[config.mk]
export PLATFORM = sky130hd
export DESIGN_NAME = mw_slave
export DESIGN_NICKNAME = d
export VERILOG_FILES = /design/src/rtl/mw_pkg.sv /design/src/rtl/mw_sk_edge.sv /design/src/rtl/mw_wen_latch.sv /design/src/rtl/mw_array.sv /design/src/rtl/mw_decoder.sv /design/src/rtl/mw_slave.sv
export SDC_FILE = /design/constraint.sdc
export NUM_CORES = 2
export LEC_CHECK = 0
export ABC_AREA = 1
export BUFFER_PORTS_ARGS = -buffer_cell sky130_fd_sc_hd__buf_4
export CORE_ASPECT_RATIO = 0.6
export CORE_MARGIN = 2
export CORE_UTILIZATION = 49
export DETAILED_ROUTE_END_ITERATION = 16
export MAX_ROUTING_LAYER = met4
export SLEW_MARGIN = 10
export SYNTH_ARGS = -nofsm -noshare
export SYNTH_HDL_FRONTEND = slang
export SYNTH_SLANG_ARGS = --single-unit
[constraint.sdc]
create_clock -name clk -period 3 [get_ports clk]
set_clock_uncertainty 0.2 [all_clocks]
set_input_delay 0.6 -clock clk [delete_from_list [all_inputs] [get_ports clk]]
set_output_delay 0.6 -clock clk [all_outputs]
set_load 0.005 [all_outputs]
[src/rtl/mw_pkg.sv]
// Package mw_pkg
// Shared decoder state type and opcode values for the serial memory slave.
// Assumes a two-bit opcode field.
package mw_pkg;

    typedef enum logic [2:0] {
        ST_IDLE,   // waiting for a start bit
        ST_OPC,    // receiving opcode
        ST_ADDR,   // receiving address
        ST_WDATA,  // receiving write data
        ST_READ,   // streaming read data
        ST_HOLD    // command finished, ignore clocks until deselect
    } mw_state_e;

    localparam logic [1:0] OPC_READ  = 2'b10;
    localparam logic [1:0] OPC_WRITE = 2'b01;
    localparam logic [1:0] OPC_CTRL  = 2'b00;

    localparam logic [1:0] CTRL_EN   = 2'b11;
    localparam logic [1:0] CTRL_DIS  = 2'b00;

endpackage

[src/rtl/mw_sk_edge.sv]
// Module mw_sk_edge
// Turns the serial clock level into a one-cycle strobe at each rising edge
// while the slave is selected. Assumes sclk is synchronous to clk.
module mw_sk_edge (
    input  logic clk,
    input  logic rst_n,
    input  logic sel,
    input  logic sclk,
    output logic rise
);

    logic sclk_q;

    // Remember last serial clock level
    always_ff @(posedge clk) begin
        if (!rst_n) begin
            sclk_q <= 1'b0;
        end else begin
            sclk_q <= sclk;
        end
    end

    // Rising edge qualified by select
    always_comb begin
        rise = sel & sclk & ~sclk_q;
    end

endmodule

[src/rtl/mw_wen_latch.sv]
// Module mw_wen_latch
// Write-enable latch. Closed by reset, opened by a set pulse, closed by a
// clear pulse. Assumes set and clear never arrive in the same cycle; if they
// do, clear wins.
module mw_wen_latch (
    input  logic clk,
    input  logic rst_n,
    input  logic set_p,
    input  logic clr_p,
    output logic wen
);

    // Hold the enable state between commands
    always_ff @(posedge clk) begin
        if (!rst_n) begin
            wen <= 1'b0;
        end else if (clr_p) begin
            wen <= 1'b0;
        end else if (set_p) begin
            wen <= 1'b1;
        end
    end

endmodule

[src/rtl/mw_array.sv]
// Module mw_array
// Word storage: asynchronous read port, synchronous write port, cleared on
// reset. Assumes WORDS is a power of two matching ADDR_W.
module mw_array #(
    parameter int WORDS  = 64,
    parameter int DATA_W = 16,
    localparam int ADDR_W = $clog2(WORDS)
) (
    input  logic              clk,
    input  logic              rst_n,
    input  logic              we,
    input  logic [ADDR_W-1:0] waddr,
    input  logic [DATA_W-1:0] wdata,
    input  logic [ADDR_W-1:0] raddr,
    output logic [DATA_W-1:0] rdata
);

    logic [DATA_W-1:0] mem [WORDS];

    // Clear on reset, store on write strobe
    always_ff @(posedge clk) begin
        if (!rst_n) begin
            for (int i = 0; i < WORDS; i++) begin
                mem[i] <= '0;
            end
        end else if (we) begin
            mem[waddr] <= wdata;
        end
    end

    // Read the addressed word
    always_comb begin
        rdata = mem[raddr];
    end

endmodule

[src/rtl/mw_decoder.sv]
// Module mw_decoder
// Command state machine: start-bit search, opcode and address shifting,
// write data capture, read streaming with auto-increment, output enable.
// Assumes one rise strobe per serial clock rising edge.
module mw_decoder
    import mw_pkg::*;
#(
    parameter int ADDR_W = 6,
    parameter int DATA_W = 16
) (
    input  logic              clk,
    input  logic              rst_n,
    input  logic              sel,
    input  logic              rise,
    input  logic              sdin,
    input  logic              wen,
    input  logic [DATA_W-1:0] rdata,
    output logic [ADDR_W-1:0] addr,
    output logic              sdout,
    output logic              sdout_en,
    output logic              mem_we,
    output logic [DATA_W-1:0] wdata,
    output logic              wen_set,
    output logic              wen_clr
);

    localparam int CNT_W = $clog2(DATA_W + 1);
    localparam logic [CNT_W-1:0] LAST_OPC  = CNT_W'(1);
    localparam logic [CNT_W-1:0] LAST_ADDR = CNT_W'(ADDR_W - 1);
    localparam logic [CNT_W-1:0] LAST_DATA = CNT_W'(DATA_W - 1);

    mw_state_e         state;
    logic [CNT_W-1:0]  cnt;
    logic [1:0]        opc;
    logic [DATA_W-1:0] shreg;
    logic [ADDR_W-1:0] addr_next;
    logic [DATA_W-1:0] word_cur;

    // Address with the current input bit shifted in
    always_comb begin
        addr_next = {addr[ADDR_W-2:0], sdin};
    end

    // Fresh word at the start of each read word, else remaining bits
    always_comb begin
        word_cur = (cnt == '0) ? rdata : shreg;
    end

    // Main command sequencing
    always_ff @(posedge clk) begin
        if (!rst_n) begin
            state    <= ST_IDLE;
            cnt      <= '0;
            opc      <= '0;
            addr     <= '0;
            shreg    <= '0;
            sdout    <= 1'b0;
            sdout_en <= 1'b0;
            mem_we   <= 1'b0;
            wdata    <= '0;
            wen_set  <= 1'b0;
            wen_clr  <= 1'b0;
        end else begin
            mem_we  <= 1'b0;
            wen_set <= 1'b0;
            wen_clr <= 1'b0;
            if (!sel) begin
                state    <= ST_IDLE;
                cnt      <= '0;
                sdout    <= 1'b0;
                sdout_en <= 1'b0;
            end else if (rise) begin
                case (state)
                    ST_IDLE: begin
                        if (sdin) begin
                            state <= ST_OPC;
                            cnt   <= '0;
                        end
                    end
                    ST_OPC: begin
                        opc <= {opc[0], sdin};
                        if (cnt == LAST_OPC) begin
                            state <= ST_ADDR;
                            cnt   <= '0;
                        end else begin
                            cnt <= cnt + 1'b1;
                        end
                    end
                    ST_ADDR: begin
                        addr <= addr_next;
                        if (cnt == LAST_ADDR) begin
                            cnt <= '0;
                            case (opc)
                                OPC_READ: begin
                                    state    <= ST_READ;
                                    sdout    <= 1'b0;
                                    sdout_en <= 1'b1;
                                end
                                OPC_WRITE: begin
                                    state <= ST_WDATA;
                                end
                                OPC_CTRL: begin
                                    state <= ST_HOLD;
                                    if (addr_next[ADDR_W-1 -: 2] == CTRL_EN) begin
                                        wen_set <= 1'b1;
                                    end else if (addr_next[ADDR_W-1 -: 2] == CTRL_DIS) begin
                                        wen_clr <= 1'b1;
                                    end
                                end
                                default: begin
                                    state <= ST_HOLD;
                                end
                            endcase
                        end else begin
                            cnt <= cnt + 1'b1;
                        end
                    end
                    ST_WDATA: begin
                        shreg <= {shreg[DATA_W-2:0], sdin};
                        if (cnt == LAST_DATA) begin
                            wdata  <= {shreg[DATA_W-2:0], sdin};
                            mem_we <= wen;
                            state  <= ST_HOLD;
                            cnt    <= '0;
                        end else begin
                            cnt <= cnt + 1'b1;
                        end
                    end
                    ST_READ: begin
                        sdout <= word_cur[DATA_W-1];
                        shreg <= {word_cur[DATA_W-2:0], 1'b0};
                        if (cnt == LAST_DATA) begin
                            cnt  <= '0;
                            addr <= addr + 1'b1;
                        end else begin
                            cnt <= cnt + 1'b1;
                        end
                    end
                    default: begin
                        state <= ST_HOLD;
                    end
                endcase
            end
        end
    end

endmodule

[src/rtl/mw_slave.sv]
// Module mw_slave
// Top of the three-wire serial word memory slave. Connects the serial clock
// edge detector, command decoder, write-enable latch and word array.
// Assumes sel, sclk and sdin are synchronous to clk.
module mw_slave #(
    parameter int WORDS  = 64,
    parameter int DATA_W = 16
) (
    input  logic clk,
    input  logic rst_n,
    input  logic sel,
    input  logic sclk,
    input  logic sdin,
    output logic sdout,
    output logic sdout_en
);

    localparam int ADDR_W = $clog2(WORDS);

    logic              rise;
    logic              wen_q;
    logic              wen_set;
    logic              wen_clr;
    logic              mem_we;
    logic [ADDR_W-1:0] addr;
    logic [DATA_W-1:0] wdata;
    logic [DATA_W-1:0] rdata;

    mw_sk_edge u_edge (
        .clk   (clk),
        .rst_n (rst_n),
        .sel   (sel),
        .sclk  (sclk),
        .rise  (rise)
    );

    mw_decoder #(
        .ADDR_W (ADDR_W),
        .DATA_W (DATA_W)
    ) u_dec (
        .clk      (clk),
        .rst_n    (rst_n),
        .sel      (sel),
        .rise     (rise),
        .sdin     (sdin),
        .wen      (wen_q),
        .rdata    (rdata),
        .addr     (addr),
        .sdout    (sdout),
        .sdout_en (sdout_en),
        .mem_we   (mem_we),
        .wdata    (wdata),
        .wen_set  (wen_set),
        .wen_clr  (wen_clr)
    );

    mw_wen_latch u_wen (
        .clk   (clk),
        .rst_n (rst_n),
        .set_p (wen_set),
        .clr_p (wen_clr),
        .wen   (wen_q)
    );

    mw_array #(
        .WORDS  (WORDS),
        .DATA_W (DATA_W)
    ) u_mem (
        .clk   (clk),
        .rst_n (rst_n),
        .we    (mem_we),
        .waddr (addr),
        .wdata (wdata),
        .raddr (addr),
        .rdata (rdata)
    );

endmodule

# Yosys cells after proc, flatten, opt, wreduce, memory -nomap -nowiden
# Memories as Yosys holds them, arrays and structs flattened. A register that Yosys moved wholly into a read port is not among the register bits.
# Cells that the tools add are included.
# word_totals
ramBits,1024
word_cells,93
register_bits,55
input_bits,5
mem_count,1
output_inout_bits,2
# mem_list
name,depth,word_bits,rd,rd_clocked_by_memory_dff,write_ports,line_no,text
u_mem.mem,64,16,1,1,64,mw_array.sv:18,logic [DATA_W-1:0] mem [WORDS];
# classes
n_bitwise,10
reduce_logical,22
addsub,2
eq_ne,16
mux,29
# ops
op,count
2-to-1 mux 16 bit,2
one-hot mux 16 bit (2 select lines),1
2-to-1 mux 6 bit,4
2-to-1 mux 5 bit,4
one-hot mux 5 bit (4 select lines),1
AND reduction 4 bit,4
OR reduction 16 bit,1
one-hot mux 3 bit (5 select lines),1
2-to-1 mux 3 bit,4
one-hot mux 6 bit (2 select lines),1
AND reduction 6 bit,2
2-to-1 mux 1 bit,9
AND reduction 3 bit,3
!= test 2 x 1 -> 1 bit (second input constant),4
inverter 1 bit,8
OR reduction 7 bit,1
adder 6 x 1 -> 6 bit (second input constant),1
equality test 3 x 2 -> 1 bit (second input constant),2
one-hot mux 3 bit (2 select lines),1
adder 5 x 1 -> 5 bit (second input constant),1
equality test 5 x 1 -> 1 bit (second input constant),1
equality test 5 x 3 -> 1 bit (second input constant),1
equality test 5 x 4 -> 1 bit (second input constant),1
zero test 5 bit,1
14 further kinds,20

# Depth between registers and ports, before layout
# depth
depth_word,5
ltp_mapped,14
mapped_depth_nobuf,11

# Modules after synthesis
# From an unflattened synthesis, not the netlist that was laid out.
# hier_totals
cells_unflattened,5185
hier_area_um2,49286.0
# modules_own_cells
module,cells_each,area_each_um2,n_inst,seq_area_each_um2
mw_array,4784,46547.1,1,30749.5
mw_decoder,391,2666.3,1,1061.0
mw_sk_edge,5,37.5,1,20.0
mw_wen_latch,5,35.0,1,20.0

# Least setup slack after synthesis
# No wires, ideal clock.
# synth_timing
path_type,input-to-reg
startpoint,input rst_n
endpoint,memory u_mem.mem[11][0] (enable)
required_ns,2.428
setup_time_ns,0.372
arrival_time_ns,2.082
path_slack_ns,0.347
n_path_buf,2
path_stages,8
cell_sequence,buf_2 -> nand2_1 -> inv_1 -> nand2_1 -> nor2_2 -> nand2_2 -> buf_1 -> nand2_1
# synth_lines
element,line_no,text
"start, declared",mw_slave.sv:10,"input logic rst_n,"
"end, declared",mw_array.sv:18,

==> flow_summary.yaml <==
timing:
  setup_ws_ps: 211
  setup_tns_ps: 0
  fin_crit_ps: 2790
  fmaxAchievable_mhz: 358
  setup_viol: 0
  post-route-period-util_pct: 93.0
  max-slew-margin-rel_pct: 36.9
  hold_violations: 0
  final_max_slew_viol_count: 0
  tightest_slew_ps: 946
  grt_setup_unrepaired: "no"
die:
  dieArea_mm2: 0.103
  die_h_um: 249
  rows: 89
  core_mm2: 0.0988
  start_util_pct: 49.7
  die_w_um: 412
  ios: 7
layout:
  nets: 5019
  layout_commonest_cell: "nand2_1"
  area_growth_pct: 11.2
  final_cell_mix: "nand2_1, nor2_1, edfxtp_1"
  layout.cells.non_filler: 6413
  drive_gt1_share_pct: 9.97
grt:
  grt_pass1_wl_um: 228000
  grt_usage_pct: 30.9
  antenna_found_initial: 3
  grt_overflow: 0
  grt_max_degree: 129
  grt_pass1_vias: 33737
yosys:
  netlist_instances: 5063
  synth_nets: 5075
  synth.avg_cell_area_um2: 9.69
  synth_area_mm2: 0.0490
  synth-seq-cells: 1085
  yosysSeqAreaShare_pct: 65.2
  yosysWarningCount: 0
  synth_cell_types: 27
route:
  wire_per_inst_um: 24.1
  vias_per_cell: 5.77
  drtIter0Drc: 5627
  vias: 37032
  wl_um: 154000
  ant_nets: 0
  drcViolationCount: 0
  drt-pass1-iter-count: 6
pwr:
  ir_drop_mv: 0.453
  p_comb_share_pct: 3.0
  p_leak_uw: 0.0188
  p_int_uw: 25000
  power.share.clock_pct: 42.1
  seq_power_share_pct: 54.9
  power_density_mw_per_mm2: 582
  p_sw_uw: 6760
  power_uw: 31700
  sw_frac_of_total_pct: 21.3
setup_path:
  critPathMaxStageDelay_ps: 460
  cp_cell_sequence: "buf_12 -> nand3_1 -> nand3_1 -> nand3_1 -> nand2_1 -> nand2_1 -> nand3_1 -> nand3_1 -> nand2_1 -> a21oi_1"
  cp.required_ps: 3390
  cp_max_fo: 101
  critPathKind: "flop to flop"
  setup.worst_path.start_class: "flop"
  slowest_stage: "buf_12"
  crit_path_end_kind: "flop"
  worstPathArrival_ps: 3180
  path_common_cell: "nand3_1"
clocking:
  cts-resized-gates: 0
  root_buffer: "clkbuf_16"
  clock_sinks: 1085
  tritoncts: "done"
  clkLatencyLatePin_ps: 710
  cts_made_buffers: 101
  clkSlewWorstSetupHoldPaths_ps: 70
  cts_htree_levels: 3
  post_cts_buffers: 0
  clockBufferDepth: 3
placed_design:
  routabilityCongestion: 0.916
  port_buffers: 6
  place_ws_ps: 351
  dpl.hpwl_um: 95800
  placedCellCount: 6222
job:
  cap_violations: 0
outcome:
  status: "complete, no violations"
worst_hold_path:
  hold_class: "input pin to flop"
==> power groups by stage <==
stage | Clock (µW) | Sequential [µW] | Combinational, µW
after floorplan | 0 | 17700 | 549
after global placement | 0 | 17700 | 938
after detailed placement | 0 | 17700 | 946
after CTS | 13500 | 17400 | 950
after global routing | 14000 | 17500 | 1060
final | 13300 | 17400 | 967
==> critical path: cells and delay by family (launching register included) <==
kind                   cells  cell delay (ps)
and+or+nand+nor            8             1450
DFF                        1              430
buffers and inverters      1              460
AOI/OAI and AO/OA          1               60
==> cells by family (layout without fill, tap and decap cells) <==
| kind of cell | count (synthesis) | after routing | synth area share, % |
|---|---|---|---|
| AO/OA/AOI/OAI | 103 | 103 | 1.10 |
| XOR/XNOR | 1 | 1 | 0.0179 |
| AND/OR/NAND/NOR | 3388 | 3388 | 28.9 |
| adder cells (fa/ha/maj) | 7 | 7 | 0.179 |
| flip-flops | 1085 | 1085 | 65.2 |
| buffers and inverters | 479 | 509 | 4.65 |
| other | 0 | 1 | 0 |
==> per-stage QoR <==
step                utilization [%]  hold slack (ps)  instance area (µm²)
floorplan                         -              173                49000
global placement               51.8              179                51200
detailed placement             51.8              182                51200
CTS                            55.2             54.3                54500
global route                   55.2             73.5                54500
finish                         55.2              113                54500
==> sequential cells by signal, indices dropped and copies added (netlist names), 2 cells and up, named ones only <==
name / flops
u_dec.addr: 6
u_dec.opc: 2
u_dec.shreg: 16
u_dec.wdata: 16
u_dec.cnt: 5
u_mem.mem: 1024
u_dec.state: 3
==> cell type report <==
type | count | area, µm²
fillers | 8742 | 44200
flip-flops and latches | 1085 | 32000
multi-input cells | 3499 | 14800
clock buffers | 127 | 2730
repair buffers | 248 | 2430
well taps | 1319 | 1650
clock inverters | 62 | 628
inverters | 72 | 308
diodes | 1 | 2.50
==> cell usage after synthesis <==
master	instances	area, µm²
a211oi_1	3	22.5
a21oi_1	57	285
a221oi_1	2	17.5
a31oi_1	4	25.0
buf_1	29	109
buf_2	156	781
buf_4	35	263
buf_6	21	236
clkbuf_1	166	623
clkinv_1	2	7.51
dfxtp_1	61	1220
edfxtp_1	1024	30700
ha_1	7	87.6
inv_1	55	206
inv_2	15	56.3
nand2_1	1296	4860
nand2_2	64	400
nand3_1	949	4750
nand4_1	2	12.5
nor2_1	1052	3950
nor2_2	14	87.6
nor3_1	6	30.0
nor3_2	2	20.0
nor3_4	3	48.8
o211ai_1	1	7.51
o21ai_0	36	180
xor2_1	1	8.76
==> path summary, 6_finish.rpt <==
check                           cells past startpoint                          end  slack (ps)                     start
worst max-delay path                               10  u_dec.shreg[9]$_SDFFE_PN0P_         210                      flop
worst min-delay path                                3  u_dec.wdata[0]$_SDFFE_PN0P_         110                      sdin
worst max register to register                     10  u_dec.shreg[9]$_SDFFE_PN0P_         210                      flop
worst min register to register                      1       u_wen.wen$_SDFFE_PP0P_         180  u_dec.wen_clr$_SDFF_PP0_
==> metal layers <==
layer  track usage (%)  vias up  routed length [µm]
met5                 -        -                   0
met4              5.82        0                2860
met3              10.6      192               20900
met2              37.9     1929               60000
met1              48.5    18025               70700
li1                  -    16886                   -
==> timing repair <==
| item | in CTS | in global routing |
|---|---|---|
| hold buffers | 1 | 0 |
| setup endpoints to repair | 0 | 0 |
| endpoints found under the hold margin | 1 | 0 |
(Power assumes the default switching activity.)
